===== src/rtl/adc_csr_pkg.sv =====
package adc_csr_pkg;
  localparam int CSR_W   = 8;
  localparam int SEL_W   = 2;
  localparam int B_BUSY  = 7;
  localparam int B_DONE  = 6;
  localparam int B_IE    = 5;
  localparam int B_HALT  = 4;
  localparam int B_SELLO = 2;
  localparam int B_SELHI = B_SELLO + SEL_W - 1;
  localparam int B_SWST  = 1;

  typedef struct packed {
    logic             ie;
    logic [SEL_W-1:0] sel;
    logic             done;
  } csr_cfg_t;
endpackage


===== src/rtl/adc_csr_rst_sync.sv =====
module adc_csr_rst_sync #(
  parameter int STAGES = 2
) (
  input  logic clk,
  input  logic arst_n,
  output logic srst_n
);
  logic [STAGES-1:0] sync_q;

  always_ff @(posedge clk or negedge arst_n) begin
    if (!arst_n) sync_q <= '0;
    else         sync_q <= {sync_q[STAGES-2:0], 1'b1};
  end

  assign srst_n = sync_q[STAGES-1];
endmodule


===== src/rtl/adc_csr_trig_arb.sv =====
module adc_csr_trig_arb #(
  parameter int N_HW = 2
) (
  input  logic            sw_start,
  input  logic [N_HW-1:0] hw_trig,
  input  logic [N_HW-1:0] src_sel,
  input  logic            outstanding,
  output logic            start_ok
);
  logic [N_HW-1:0] hw_gated;

  for (genvar g = 0; g < N_HW; g++) begin : g_src
    assign hw_gated[g] = hw_trig[g] & src_sel[g];
  end

  assign start_ok = ~outstanding & (sw_start | (|hw_gated));
endmodule


===== src/rtl/adc_csr_seq_ctl.sv =====
module adc_csr_seq_ctl (
  input  logic clk,
  input  logic rst_n,
  input  logic start_ok,
  input  logic abort_req,
  input  logic conv_done,
  input  logic halt_req,
  output logic active,
  output logic halt_flag,
  output logic conv_start,
  output logic conv_abort
);
  logic active_d, active_en, halt_d, abort_ok;

  always_comb begin
    abort_ok  = abort_req & active & ~conv_done;
    active_en = start_ok | conv_done | abort_ok;
    if (start_ok)                    active_d = 1'b1;
    else if (conv_done || abort_ok)  active_d = 1'b0;
    else                             active_d = active;
    halt_d = halt_req & (active_en ? active_d : active);
  end

  always_ff @(posedge clk or negedge rst_n) begin
    if (!rst_n) begin
      active     <= 1'b0;
      halt_flag  <= 1'b0;
      conv_start <= 1'b0;
      conv_abort <= 1'b0;
    end else begin
      if (active_en) active <= active_d;
      halt_flag  <= halt_d;
      conv_start <= start_ok;
      conv_abort <= abort_ok;
    end
  end
endmodule


===== src/rtl/adc_csr_flags.sv =====
module adc_csr_flags
  import adc_csr_pkg::*;
(
  input  logic             clk,
  input  logic             rst_n,
  input  logic             wr_en,
  input  logic [CSR_W-1:0] wr_data,
  input  logic             conv_done,
  output csr_cfg_t         cfg,
  output logic             irq
);
  csr_cfg_t cfg_d;
  logic     done_en;

  always_comb begin
    cfg_d      = cfg;
    done_en    = conv_done | (wr_en & ~wr_data[B_DONE]);
    cfg_d.done = conv_done;
    if (wr_en) begin
      cfg_d.ie  = wr_data[B_IE];
      cfg_d.sel = wr_data[B_SELHI:B_SELLO];
    end
  end

  always_ff @(posedge clk or negedge rst_n) begin
    if (!rst_n) begin
      cfg <= '0;
    end else begin
      if (wr_en) begin
        cfg.ie  <= cfg_d.ie;
        cfg.sel <= cfg_d.sel;
      end
      if (done_en) cfg.done <= cfg_d.done;
    end
  end

  assign irq = cfg.ie & cfg.done;
endmodule


===== src/rtl/adc_ctl_status.sv =====
module adc_ctl_status
  import adc_csr_pkg::*;
#(
  parameter int RST_STAGES = 2
) (
  input  logic             clk,
  input  logic             rst_n,
  input  logic             wr_en,
  input  logic [CSR_W-1:0] wr_data,
  output logic [CSR_W-1:0] rd_data,
  input  logic             ext_trig,
  input  logic             tmr_trig,
  input  logic             conv_done,
  input  logic             halt_req,
  output logic             conv_start,
  output logic             conv_abort,
  output logic             irq
);
  logic     srst_n, start_ok, active, halt_flag;
  csr_cfg_t cfg;

  adc_csr_rst_sync #(.STAGES(RST_STAGES)) u_rst (
    .clk(clk), .arst_n(rst_n), .srst_n(srst_n)
  );

  adc_csr_trig_arb #(.N_HW(SEL_W)) u_arb (
    .sw_start   (wr_en & wr_data[B_SWST]),
    .hw_trig    ({tmr_trig, ext_trig}),
    .src_sel    (cfg.sel),
    .outstanding(active),
    .start_ok   (start_ok)
  );

  adc_csr_seq_ctl u_seq (
    .clk       (clk),
    .rst_n     (srst_n),
    .start_ok  (start_ok),
    .abort_req (wr_en & ~wr_data[B_BUSY]),
    .conv_done (conv_done),
    .halt_req  (halt_req),
    .active    (active),
    .halt_flag (halt_flag),
    .conv_start(conv_start),
    .conv_abort(conv_abort)
  );

  adc_csr_flags u_flags (
    .clk      (clk),
    .rst_n    (srst_n),
    .wr_en    (wr_en),
    .wr_data  (wr_data),
    .conv_done(conv_done),
    .cfg      (cfg),
    .irq      (irq)
  );

  always_comb begin
    rd_data                  = '0;
    rd_data[B_BUSY]          = active & ~halt_flag;
    rd_data[B_DONE]          = cfg.done;
    rd_data[B_IE]            = cfg.ie;
    rd_data[B_HALT]          = halt_flag;
    rd_data[B_SELHI:B_SELLO] = cfg.sel;
  end
endmodule


===== config.mk =====
export PLATFORM = sky130hd
export DESIGN_NAME = adc_ctl_status
export DESIGN_NICKNAME = d
export VERILOG_FILES = /design/src/rtl/adc_csr_pkg.sv /design/src/rtl/adc_csr_rst_sync.sv /design/src/rtl/adc_csr_trig_arb.sv /design/src/rtl/adc_csr_seq_ctl.sv /design/src/rtl/adc_csr_flags.sv /design/src/rtl/adc_ctl_status.sv
export SDC_FILE = /design/constraint.sdc
export NUM_CORES = 1
export LEC_CHECK = 0
export BUFFER_PORTS_ARGS = -buffer_cell sky130_fd_sc_hd__buf_2
export CAP_MARGIN = 40
export CORE_AREA = 2 2 39 41
export CTS_CLUSTER_DIAMETER = 40
export DETAILED_ROUTE_END_ITERATION = 6
export DIE_AREA = 0 0 41 43
export GPL_TIMING_DRIVEN = 0
export PLACE_DENSITY = 0.59
export SYNTH_ARGS = -nofsm -noshare
export SYNTH_HDL_FRONTEND = slang
export SYNTH_SLANG_ARGS = --single-unit

===== constraint.sdc =====
create_clock -name clk -period 1.2 [get_ports clk]
set_input_delay 0.06 -clock clk [delete_from_list [all_inputs] [get_ports clk]]
set_output_delay 0.06 -clock clk [all_outputs]
set_load 0.05 [all_outputs]

* After elaboration in Yosys (flattened, before gate mapping) *
Cells that the tools add are included.

storage, ports and cells
  register bits = 10
  latch bits = 0
  RAM bits = 0
  ROM bits = 0
  input port bits = 15
  memories kept = 0

cells by class
  add/subtract/negate cells = 0
  multiply operators = 0
  divide/modulo/power cells = 0
  $lt $le $gt $ge = 0
  eq/ne operators = 0
  shifts and indexed selects = 0
  mux-type cells = 3
  bitwise gates (word level) = 20
  reductions and logical operators = 2

operators with widths
  operator          count
  $and 1x1->1       11
  $not 1->1         5
  $or 1x1->1        4
  $mux 1            3
  $reduce_or 2->1   1
  $logic_or 1x1->1  1

* Logic depth before layout (Yosys ltp) *
Gate-level depths: netlist of the first run.

  word-level depth = 9
  mapped depth = 3
  mapped depth without buffers = 3

* Modules after synthesis *
A second synthesis of the first run with hierarchy kept.

unflattened totals
  cells, all modules = 33
  area total of the unflattened synthesis = 437.9 µm²

by module, submodules not included
  module            times used  cells each  area each (µm²)
  adc_csr_seq_ctl   1           11          158.9
  adc_csr_flags     1           10          153.9
  adc_csr_rst_sync  1           3           53.8
  adc_ctl_status    1           7           52.6
  adc_csr_trig_arb  1           2           18.8

* Worst setup path after synthesis of the first run *
No wires, ideal clock.

  path type = reg-to-reg
  start = register u_flags.cfg[2] (netlist name)
  end = register u_seq.halt_flag
  library setup time = 119 ps
  arrival time = 1068 ps
  slack = 13 ps
  stages on the path, launching flop included = 4
  buffers on the path = 0
  cell sequence = dfrtp_1 -> a22oi_2 -> o221ai_2 -> and2_1

on the way
  longest elaborated chain between the ends = 8

ends and longest elaborated chain
  element                  RTL line                RTL
  $and 1x1->1 *            adc_csr_trig_arb.sv:13  assign hw_gated[g] = hw_trig[g] & src_sel[g];
  $reduce_or 2->1 *        adc_csr_trig_arb.sv:16  assign start_ok = ~outstanding & (sw_start | (|hw_gated));
  $or 1x1->1 *             adc_csr_trig_arb.sv:16
  $and 1x1->1 *            adc_csr_trig_arb.sv:16
  $or 1x1->1 (2 in a row)  adc_csr_seq_ctl.sv:17   active_en = start_ok | conv_done | abort_ok;
  $mux 1 *                 adc_csr_seq_ctl.sv:21   halt_d = halt_req & (active_en ? active_d : active);
  $and 1x1->1 *            adc_csr_seq_ctl.sv:21
  named net u_seq.halt_d   adc_csr_seq_ctl.sv:13   logic active_d, active_en, halt_d, abort_ok;
  end signal: assignment   adc_csr_seq_ctl.sv:32   halt_flag <= halt_d;
  end: declaration         adc_csr_seq_ctl.sv:9    output logic halt_flag,

Mark *: on every way through the listed nets, which the timed path passes. The rest lies on a longest branch.
A chain may end at the register's enable or synchronous reset.

* Worst setup path after layout of the first run *
  start = register u_seq.active
  end = output port rd_data[7]

on the way
  longest elaborated chain between the ends = 1

ends and longest elaborated chain
  element                   RTL line               RTL
  start: declaration        adc_csr_seq_ctl.sv:8   output logic active,
  start signal: assignment  adc_csr_seq_ctl.sv:31  if (active_en) active <= active_d;
  $and 1x1->1               adc_ctl_status.sv:59   rd_data[B_BUSY] = active & ~halt_flag;
  end: declaration          adc_ctl_status.sv:10   output logic [CSR_W-1:0] rd_data,

No other way between the ends.

==> run summary, run 1 <==
• 0 — remaining number of nets flagged by the antenna check after routing
• 1.14 ns — required time at the endpoint of the critical path
• 0 — number of diodes
• 9.95% — overall track demand over capacity in global routing
• 0.000930 W — Overall Power
• 1.12 ns — minimum period implied by the final worst setup slack
• reg -> out — WS Path Type
• 26 — Ports
• 31 — Synth Instances
• false — unrepaired setup endpoints after global routing
• 29.8% — starting utilization of the core area
• 0.0104 ns — worst hold slack
• 0 — number of antenna violations at the first check in global routing
• 10 — total clock sinks
• 1760 um2 — die area
• 44.0% — portion of total power attributed to sequential cells
• 21 — number of buffer cells added on primary ports
• 60.6% — Yosys top cell area share
• 0 — number of endpoints failing setup at the final stage
• 10 — synthesized flop and latch total
• 141 — Filler Cells Inserted
• 1.06 ns — Worst Path Arrival
• 9 — maximum number of pins on one net before global-route repair
• 0.06 ns — Clock transition at path regs
• 36.1% — fraction of power spent switching nets
• 0.000884 ns — worst clock skew
• yes — CTS tree
• 0 — number of max-cap violations
• 33.5% — Combinational Power Share
• sky130_fd_sc_hd__clkbuf_4 — Clock Root Buffer
• 75 — NumNets Final
• 0.733 — placer congestion estimate
• 0.000336 W — Net Switching
• 894 MHz — fmax
• 0 — Hold Vio Cnt, Final
• 0.0812 ns — final critical-path setup slack
• 0 — post-CTS setup buffer count
• 3 — CTS Buf Count
• 1 — number of DRC violations after detailed-routing iteration 0
• 4.18 — vias per std cell
• 0 — number of enable flip-flop cells after synthesis
• 43 um — height of the die
• sky130_fd_sc_hd__dfrtp_1 61%, sky130_fd_sc_hd__mux2_2 8.2%, sky130_fd_sc_hd__buf_4 5.5%, sky130_fd_sc_hd__o221ai_2 3.6%, sky130_fd_sc_hd__a22oi_2 3.0% — cell types with the largest area share after synthesis
• sky130_fd_sc_hd__dfrtp_1 — biggest area consumer among synthesized cells
• 93.2% — final cycle utilization of the critical path
• 0 — GRT overflow
• sky130_fd_sc_hd__dfrtp_1 — most frequently used cell type in the post-synthesis netlist
• 56.9% — fraction of final layout cells with drive strength greater than 1
• flip-flop — nature of the critical path startpoint
• output pin — element type at the critical path end
• in -> reg — Hold/Removal Path Class
• 0 — drt drc
• 0 — number of slew-limit violations in the final report
• 0 ns — total negative slack for setup checks
• 22.5% — part of the power in the clock network
• 413 um2 — Syn Std Cell Area
• 14 — number of rows created at floorplan
• sky130_fd_sc_hd__dfrtp_1 — commonest register cell after synthesis
• 9.05 um — routed wirelength normalized by instance count
• 2 — drt pass-1 iters
• 144 um2 — footprint of the multi-input gates
• 10 x sky130_fd_sc_hd__dfrtp_1, 3 x sky130_fd_sc_hd__buf_4, 3 x sky130_fd_sc_hd__mux2_2 — most frequent cells after synthesis
• 0.298 nW — leakage power
• 41 um — width of the die
• 0.220 ns — worst setup slack after placement
• 1 — H-tree lvl count
• 0.000594 W — cell internal pwr
• 42.4% — Finished Core Util
• 546 um — sum of net half-perimeters after detailed placement
• 250 um2 — sequential cell area
• 678 uV — peak supply drop
• 670 um — Routed Wire Length
• 1070 um — global-route wire length before repair
• 309 — count of vias placed by the detailed router
• 13.3 um2 — average size of a mapped cell
• 60.6% — portion of the post-synthesis area used by sequential elements
• 15 — synth unique cells
• 5 — maximum fanout along the worst path
• 0 — count of warnings emitted by yosys
• 100% — async set or reset register ratio after synthesis
• 1380 um2 — floorplan core area
• complete, no violations — status
• 264 — via count of the first global-routing pass
• 1580 nW/um2 — total power per unit cell area
• 2 — maximum clock insertion buffer count
• 42.1% — P&R area growth vs syn
• 0.25 ns — Clk Latency, worst-skew pair
## layer usage
layer | global-route usage, % | vias to the layer above | share of wire, %
li1 | - | 152 | -
met1 | 11.3 | 138 | 43
met2 | 12.5 | 17 | 45
met3 | 7.85 | 2 | 11
met4 | 6.00 | 0 | 1.2
met5 | 0 | - | 0
## registers in the layout, indices dropped and copies added (netlist names)
register	count
u_rst.sync_q	2
u_seq.conv_start	1
u_seq.halt_flag	1
u_flags.cfg	4
u_seq.active	1
u_seq.conv_abort	1
## cells in the final DEF, fill, tap and decap left out
cell                            synthesis  layout
sky130_fd_sc_hd__buf_2                  0      20
sky130_fd_sc_hd__dfrtp_1               10      10
sky130_fd_sc_hd__clkbuf_4               0       4
sky130_fd_sc_hd__mux2_2                 3       3
sky130_fd_sc_hd__buf_4                  3       3
sky130_fd_sc_hd__conb_1                 2       3
sky130_fd_sc_hd__and2_1                 2       2
sky130_fd_sc_hd__nand2b_1               2       2
sky130_fd_sc_hd__dlygate4sd3_1          0       2
sky130_fd_sc_hd__a22oi_2                1       1
sky130_fd_sc_hd__nand2_1                1       1
sky130_fd_sc_hd__a21oi_1                1       1
sky130_fd_sc_hd__nor3b_1                1       1
sky130_fd_sc_hd__and2b_2                1       1
sky130_fd_sc_hd__nand3b_1               1       1
sky130_fd_sc_hd__o221ai_2               1       1
sky130_fd_sc_hd__a21o_1                 1       1
sky130_fd_sc_hd__nor2b_1                1       1
## cell type report
class | count | share of cell area [%]
buffer | 3 | 3.84
tap | 16 | 3.41
clock buffer | 3 | 3.84
timing repair buffer | 23 | 21.7
sequential | 10 | 42.6
multi-input combinational | 19 | 24.5
## what timing repair did
| action | CTS | global route |
|---|---|---|
| setup endpoints to repair | 0 | 1 |
| endpoints found under the hold margin | 3 | 0 |
| hold buffers | 2 | 0 |
| resized for setup | 0 | 1 |
## worst paths after layout
kind	startpoint	end	slack, ns	cells past startpoint
max	u_seq.active	rd_data[7]	0.08	2
min	conv_done	u_flags.cfg[0]	0.01	2
max reg2reg	u_flags.cfg[2]	u_seq.halt_flag	0.22	3
min reg2reg	u_rst.sync_q[1]	u_flags.cfg[3]	0.13	0
max in group asynchronous	u_rst.sync_q[1]	u_seq.halt_flag	0.83	0
min in group asynchronous	rst_n	u_rst.sync_q[0]	0.12	2
## stage by stage
step | std cells | instance area, um2
final | 74 | 587
after detailed placement | 69 | 542
after global routing | 74 | 587
after global placement | 69 | 542
after CTS | 74 | 584
after floorplan | 32 | 417
## worst max-delay path, cell delays in order (launching register included)
cell,delay (ns)
sky130_fd_sc_hd__dfrtp_1,0.42
sky130_fd_sc_hd__nor2b_1,0.16
sky130_fd_sc_hd__clkbuf_4,0.24
## power groups by stage
stage / registers [W] / clock network [W] / logic (W)
floorplan: 0.000488 / 0 / 0.000156
global placement: 0.000415 / 0 / 0.000304
detailed placement: 0.000415 / 0 / 0.000305
CTS: 0.000410 / 0.000219 / 0.000310
global route: 0.000416 / 0.000238 / 0.000333
finish: 0.000409 / 0.000209 / 0.000312
## cell families (layout without fill, tap and decap cells)
kind of cell           after synthesis  after routing  share of synthesized area (%)
buffers and inverters                3             29                           5.45
DFF                                 10             10                           60.6
other                                2              3                           1.82
AOI/OAI and AO/OA                    4              4                           9.69
muxes                                3              3                           8.18
and+or+nand+nor                      9              9                           14.2
No activity file was read; power rests on OpenSTA's default activity.
==> run 2, diff against run 1 <==
PLACE_DENSITY = 0.61   (was 0.59)
REMOVE_ABC_BUFFERS = 1   (was unset)
SYNTH_HIERARCHICAL = 1   (was unset)
==> run 2 against run 1 <==
  * Via count down 3.9%
  * Register-to-register slack got worse by 0.05 ns
  * Area after synthesis is 6.1% higher
  * Wire length rose by 7.5%
  * Sequential power is essentially flat
  * Core utilization grew 0.27 points
  * Design area rose by 0.64%
  * Clock skew grew 0.0020 ns
  * First-iteration DRC count unchanged
  * Die area is the same
  * Synthesized cell count rose by 6.5%
  * Largest power group unchanged
  * Highest routed layer is now met3
==> run summary, run 2 <==
• 137 — Filler Cells Inserted
• 3 — r2r worst-path depth
• 1380 um2 — floorplan core area
• 93.1% — final cycle utilization of the critical path
• 0% — arithmetic-cell share of the synthesized area counting full adders, half adders and majority gates
• 591 um2 — Final Cell Area
• false — unrepaired setup endpoints after global routing
• 16 — synth unique cells
• 2 — maximum clock insertion buffer count
• 33 — Synth Instances
• 68 — placed cell count
• 13.3 um2 — average size of a mapped cell
• 1070 um — global-route wire length before repair
• 583 uV — peak supply drop
• 14 — number of rows created at floorplan
• 0.07 ns — Clock transition at path regs
• 0% — share of the synthesized netlist area taken by xor and xnor gates
• 1 — H-tree lvl count
• sky130_fd_sc_hd__buf_2 — commonest non-fill, non-tap cell in the layout
• 0 — number of max-cap violations
• 21 — number of buffer cells added on primary ports
• 100% — async set or reset register ratio after synthesis
• u_seq/active — Reg-to-Reg End
• 603 um — sum of net half-perimeters after detailed placement
• sky130_fd_sc_hd__dfrtp_1 57%, sky130_fd_sc_hd__mux2_2 7.7%, sky130_fd_sc_hd__nand2b_4 6.3%, sky130_fd_sc_hd__buf_4 5.1%, sky130_fd_sc_hd__a221oi_2 3.4% — cell types with the largest area share after synthesis
• output pin — element type at the critical path end
• 73 — Post-Layout Cell Count
• 0 — number of slew-limit violations in the final report
• 0.26 ns — Clk Latency, worst-skew pair
• u_flags/cfg[0] — Hold Path End
• 297 — count of vias placed by the detailed router
• yes — CTS tree
• 3 — maximum fanout along the worst path
• 0 — remaining number of nets flagged by the antenna check after routing
• 0 — number of antenna violations at the first check in global routing
• 73 — NumNets Final
• 4 — max FFs per register
• 26 — Ports
• 1.14 ns — required time at the endpoint of the critical path
• 9.86 um — routed wirelength normalized by instance count
• 10 x sky130_fd_sc_hd__dfrtp_1, 3 x sky130_fd_sc_hd__buf_4, 3 x sky130_fd_sc_hd__mux2_2 — most frequent cells after synthesis
• 0.0828 ns — final critical-path setup slack
• 0 — number of enable flip-flop cells after synthesis
• 1 — number of DRC violations after detailed-routing iteration 0
• sky130_fd_sc_hd__clkbuf_4 — Clock Root Buffer
• 1.12 ns — minimum period implied by the final worst setup slack
• sky130_fd_sc_hd__dfrtp_1 — biggest area consumer among synthesized cells
• 720 um — Routed Wire Length
• simple AND/OR/NAND/NOR gates — combinational family with the most area after synthesis
• 9 — maximum number of pins on one net before global-route repair
• 31.6% — starting utilization of the core area
• 0.307 nW — leakage power
• 0.172 ns — worst setup slack after placement
• sky130_fd_sc_hd__dfrtp_1 — most frequently used cell type in the post-synthesis netlist
• 6 — count of warnings emitted by yosys
• 280 — via count of the first global-routing pass
• u_flags/cfg[1] — launch instance of the worst register-to-register path
• 17.7% — simple-gate portion of the synthesized area
• 57.1% — Yosys top cell area share
• 2 — drt pass-1 iters
• u_flags/cfg (4), u_rst/sync_q (2) — Top Registers
• 10 — synthesized flop and latch total
• 57.1% — portion of the post-synthesis area used by sequential elements
• 7.71% — multiplexer area fraction after synthesis
• 0.00293 ns — worst clock skew
• 41 um — width of the die
• 0.17 ns — Reg2Reg Setup Slack
• 1700 nW/um2 — total power per unit cell area
• 0 — Hold Vio Cnt, Final
• 544 um2 — Post-Place Cell Area
• 0 — number of endpoints failing setup at the final stage
• 10 — total clock sinks
• 438 um2 — Syn Std Cell Area
• in -> reg — Hold/Removal Path Class
• 9.71% — share of the synthesized area in compound gates (AO/OA/AOI/OAI)
• 43 um — height of the die
• 0 — drt drc
• 2 — Worst Hold Path Cells
• 1.06 ns — Worst Path Arrival
• flip-flop — nature of the critical path startpoint
• conv_done — Hold Startpoint
• 0.668 — placer congestion estimate
• 1760 um2 — die area
• 3 — CTS Buf Count
• sky130_fd_sc_hd__dfrtp_1 — commonest register cell after synthesis
• reg -> out — WS Path Type
• 21 x sky130_fd_sc_hd__buf_2, 10 x sky130_fd_sc_hd__dfrtp_1, 3 x sky130_fd_sc_hd__conb_1, 3 x sky130_fd_sc_hd__clkbuf_4, 3 x sky130_fd_sc_hd__mux2_2 — most frequent cells in the layout
• 59.6% — fraction of final layout cells with drive strength greater than 1
• 0 — number of diodes
• 895 MHz — fmax
• u_flags/cfg — register with the highest flop count
• complete, no violations — status
• 9.07% — overall track demand over capacity in global routing
• 34.9% — P&R area growth vs syn
• 0 — GRT overflow
• 4.07 — vias per std cell
run 2: worst max-delay path by stage:
stage / end / from / cells after the start / slack (ns)
floorplan: rd_data[7] / u_seq/halt_flag / 1 / -0.18
detailed placement: u_seq/active / u_flags/cfg[1] / 3 / 0.17
global placement: u_seq/active / u_flags/cfg[1] / 3 / 0.16
CTS: rd_data[7] / u_seq/active / 2 / 0.07
finish: rd_data[7] / u_seq/active / 2 / 0.08
global route: rd_data[7] / u_seq/active / 2 / 0.03
run 2: power by group:
| group | leakage, nW | switching, W | internal, W | total [W] |
|---|---|---|---|---|
| registers | 0.120 | 0.0000297 | 0.000376 | 0.000406 |
| logic | 0.167 | 0.000214 | 0.0000901 | 0.000305 |
| clock network | 0.0210 | 0.000113 | 0.000184 | 0.000296 |
| total | 0.307 | 0.000357 | 0.000650 | 0.00101 |
run 2: kinds of logic (layout without fill, tap and decap cells):
kind of cell	after synthesis	after routing
compound gates	4	4
flops	10	10
other cells	2	3
buf+inv	4	27
mux	3	3
simple gates	10	10
run 2: layout make-up:
| class | count | area (um2) | area share, % |
|---|---|---|---|
| well taps | 16 | 20.0 | 3.39 |
| clock buffers | 4 | 36.3 | 6.14 |
| inverters | 1 | 3.75 | 0.636 |
| multi-input cells | 20 | 165 | 28.0 |
| flip-flops and latches | 10 | 250 | 42.4 |
| repair buffers | 22 | 115 | 19.5 |
run 2: metal layers:
metal | vias up | routed length, um | global-route usage [%]
met2 | 12 | 351 | 14.7
met1 | 135 | 299 | 10.1
met4 | 0 | 0 | 4.00
li1 | 150 | - | -
met5 | - | 0 | 0
met3 | 0 | 69 | 3.14
run 2: through the flow:
stage / total power [W] / hold slack (ns) / setup TNS (ns) / utilization [%]
after floorplan: 0.000639 / -0.236 / -0.208 / -
after global placement: 0.000714 / -0.152 / 0 / 39.3
after detailed placement: 0.000718 / -0.152 / 0 / 39.3
after CTS: 0.00102 / 0.00517 / 0 / 42.7
after global routing: 0.00105 / 0.00996 / 0 / 42.7
final: 0.00101 / 0.00662 / 0 / 42.7
run 2: critical path, stage by stage (launching register included):
cell and delay (ns):
sky130_fd_sc_hd__dfrtp_1 0.40, sky130_fd_sc_hd__nor2b_1 0.13, sky130_fd_sc_hd__buf_2 0.26
run 2: timing repair:
| action | CTS | global route |
|---|---|---|
| setup endpoints to repair | 0 | 0 |
| resized for setup | 0 | 0 |
| buffers inserted | 0 | 0 |
| hold buffers | 1 | 0 |
| hold endpoints to repair | 2 | 0 |
==> run 3, diff against run 2 <==
HOLD_SLACK_MARGIN = 0.12   (was unset)
PLACE_DENSITY = 0.64   (was 0.61)
clock period = 0.9 ns   (was 1.2 ns; I/O delays follow)
==> run 3 against run 2 <==
  * The run now ends with negative setup slack left
  * Hold slack improved by 0.12 ns
  * Power rose by 56%
  * Die area did not move
  * Clock power rose by 33%
==> run summary, run 3 (same netlist as run 2, synthesis figures left out) <==
• 0.394 nW — leakage power
• 0 — number of max-cap violations
• 2 — number of DRC violations after detailed-routing iteration 0
• u_flags/cfg[1] — start point of the critical path
• a221oi_2 > nor2_2 > o21bai_4 — crit path cell chain
• 10 — total clock sinks
• 975 MHz — fmax
• 31.6% — starting utilization of the core area
• 9 — cts-stage hold buffer count
• u_seq/active — Reg-to-Reg End
• 0 — number of diodes
• reg -> async — Hold/Removal Path Class
• 0 — number of antenna violations at the first check in global routing
• 3 — drt pass-1 iters
• 1260 um — global-route wire length before repair
• yes — CTS tree
• 0.07 ns — Clock transition at path regs
• 1970 nW/um2 — total power per unit cell area
• 9 — number of endpoints failing setup at the final stage
• u_flags/cfg — register with the highest flop count
• sky130_fd_sc_hd__buf_2 — commonest non-fill, non-tap cell in the layout
• u_flags/cfg (4), u_rst/sync_q (2) — Top Registers
• 3 — maximum fanout along the worst path
• 43 um — height of the die
• -0.724 ns — total negative slack for setup checks
• 60.0% — fraction of final layout cells with drive strength greater than 1
• 82.0% — P&R area growth vs syn
• 1.18 ns — Worst Path Arrival
• true — unrepaired setup endpoints after global routing
• 3 — r2r worst-path depth
• 920 uV — peak supply drop
• 0 — GRT overflow
• -0.126 ns — final critical-path setup slack
• 114% — final cycle utilization of the critical path
• 829 um — Routed Wire Length
• sky130_fd_sc_hd__clkbuf_4 — Clock Root Buffer
• 4.28 — vias per std cell
• 11.1% — overall track demand over capacity in global routing
• u_flags/cfg[1] — launch instance of the worst register-to-register path
• 1760 um2 — die area
• 0 — count of buffering cells on the critical path with inverters included
• 21 — number of buffer cells added on primary ports
• complete, but fails checks — status
• 1380 um2 — floorplan core area
• 3 — CTS Buf Count
• flip-flop — element type at the critical path end
• 0 — remaining number of nets flagged by the antenna check after routing
• 26 — Ports
• 0.26 ns — Clk Latency, worst-skew pair
• 327 — via count of the first global-routing pass
• 0.669 — placer congestion estimate
• 9.64 um — routed wirelength normalized by instance count
• 1 — H-tree lvl count
• negative setup slack — violated checks
• 9 — maximum number of pins on one net before global-route repair
• compound AO/OA/AOI/OAI gates — CP top delay family
• 1.03 ns — minimum period implied by the final worst setup slack
• 86 — NumNets Final
• 41 um — width of the die
• sky130_fd_sc_hd__dfrtp_1 — crit path max-delay cell type
• 0.00402 ns — worst clock skew
• 0 — Hold Vio Cnt, Final
• 0.39 ns — highest cell delay on the worst timing path
• flip-flop — nature of the critical path startpoint
• 13 x sky130_fd_sc_hd__buf_2, 10 x sky130_fd_sc_hd__dfrtp_1, 9 x sky130_fd_sc_hd__dlygate4sd3_1, 5 x sky130_fd_sc_hd__buf_6 — most frequent cells in the layout
• reg -> reg — WS Path Type
• 1.05 ns — required time at the endpoint of the critical path
• 368 — count of vias placed by the detailed router
• 4 — max FFs per register
• 14 — number of rows created at floorplan
• 2 — maximum clock insertion buffer count
• 0 — drt drc
• 0 — number of slew-limit violations in the final report
• 566 um — sum of net half-perimeters after detailed placement
• 0.122 ns — worst hold slack
• -0.13 ns — Reg2Reg Setup Slack
run 3: cell types whose count changed in the layout (fill, tap and decap cells not counted):
cell and change:
sky130_fd_sc_hd__buf_6 +5, sky130_fd_sc_hd__dlygate4sd3_1 +8, sky130_fd_sc_hd__nor2b_1 -1, sky130_fd_sc_hd__o21bai_4 +1
sky130_fd_sc_hd__buf_4 +4, sky130_fd_sc_hd__and2_1 -1, sky130_fd_sc_hd__nor2b_4 +1, sky130_fd_sc_hd__buf_8 +4
sky130_fd_sc_hd__and2_4 +1, sky130_fd_sc_hd__nor2_2 +1, sky130_fd_sc_hd__nor2_1 -1, sky130_fd_sc_hd__buf_2 -8
sky130_fd_sc_hd__o21bai_2 -1
run 3: how the worst max path moves through the flow:
stage | endpoint | slack [ns] | cells after the start
floorplan | rd_data[7] | -0.46 | 1
global placement | u_seq/active | -0.13 | 3
detailed placement | u_seq/active | -0.13 | 3
CTS | u_seq/active | -0.13 | 3
global route | u_seq/active | -0.18 | 3
finish | u_seq/active | -0.13 | 3
run 3: cell type report:
| cell class | instances | area (um2) |
|---|---|---|
| clock buffers | 4 | 36.3 |
| repair buffers | 35 | 302 |
| fillers | 126 | 587 |
| multi-input cells | 20 | 185 |
| inverters | 1 | 3.75 |
| flip-flops and latches | 10 | 250 |
| well taps | 16 | 20.0 |
run 3: report_power, final:
part	internal, W	switching (W)	total (W)	leakage [nW]
Sequential	0.000502	0.0000432	0.000545	0.120
Combinational	0.000302	0.000329	0.000631	0.253
Clock	0.000245	0.000150	0.000395	0.0210
run 3: what timing repair did:
| action | CTS | global route |
|---|---|---|
| cloned | 0 | 0 |
| resized for setup | 12 | 16 |
| setup endpoints to repair | 9 | 12 |
| setup buffers | 1 | 4 |
| pin swaps | 0 | 2 |
| hold endpoints to repair | 9 | 2 |
run 3: layer usage:
layer	GRT usage (%)	up-vias	routed length (um)
met1	10.7	178	276
met5	0	-	0
li1	-	172	-
met2	18.4	18	467
met4	0	0	0
met3	9.42	0	84
run 3: stage by stage:
| step | setup WS [ns] | cells | area (um2) | util [%] | power (W) |
|---|---|---|---|---|---|
| 2_1_floorplan | -0.463 | 31 | 419 | - | 0.000852 |
| 3_3_place_gp | -0.125 | 68 | 544 | 39.3 | 0.000950 |
| 3_5_place_dp | -0.134 | 68 | 544 | 39.3 | 0.000954 |
| 4_1_cts | -0.134 | 82 | 718 | 51.9 | 0.00146 |
| 5_1_grt | -0.180 | 86 | 797 | 57.6 | 0.00166 |
| 6_report | -0.126 | 86 | 797 | 57.6 | 0.00157 |
run 3: worst reg2reg max path: stages (launching register included):
cell and delay [ns]:
sky130_fd_sc_hd__dfrtp_1 0.39, sky130_fd_sc_hd__a221oi_2 0.28, sky130_fd_sc_hd__nor2_2 0.08, sky130_fd_sc_hd__o21bai_4 0.17
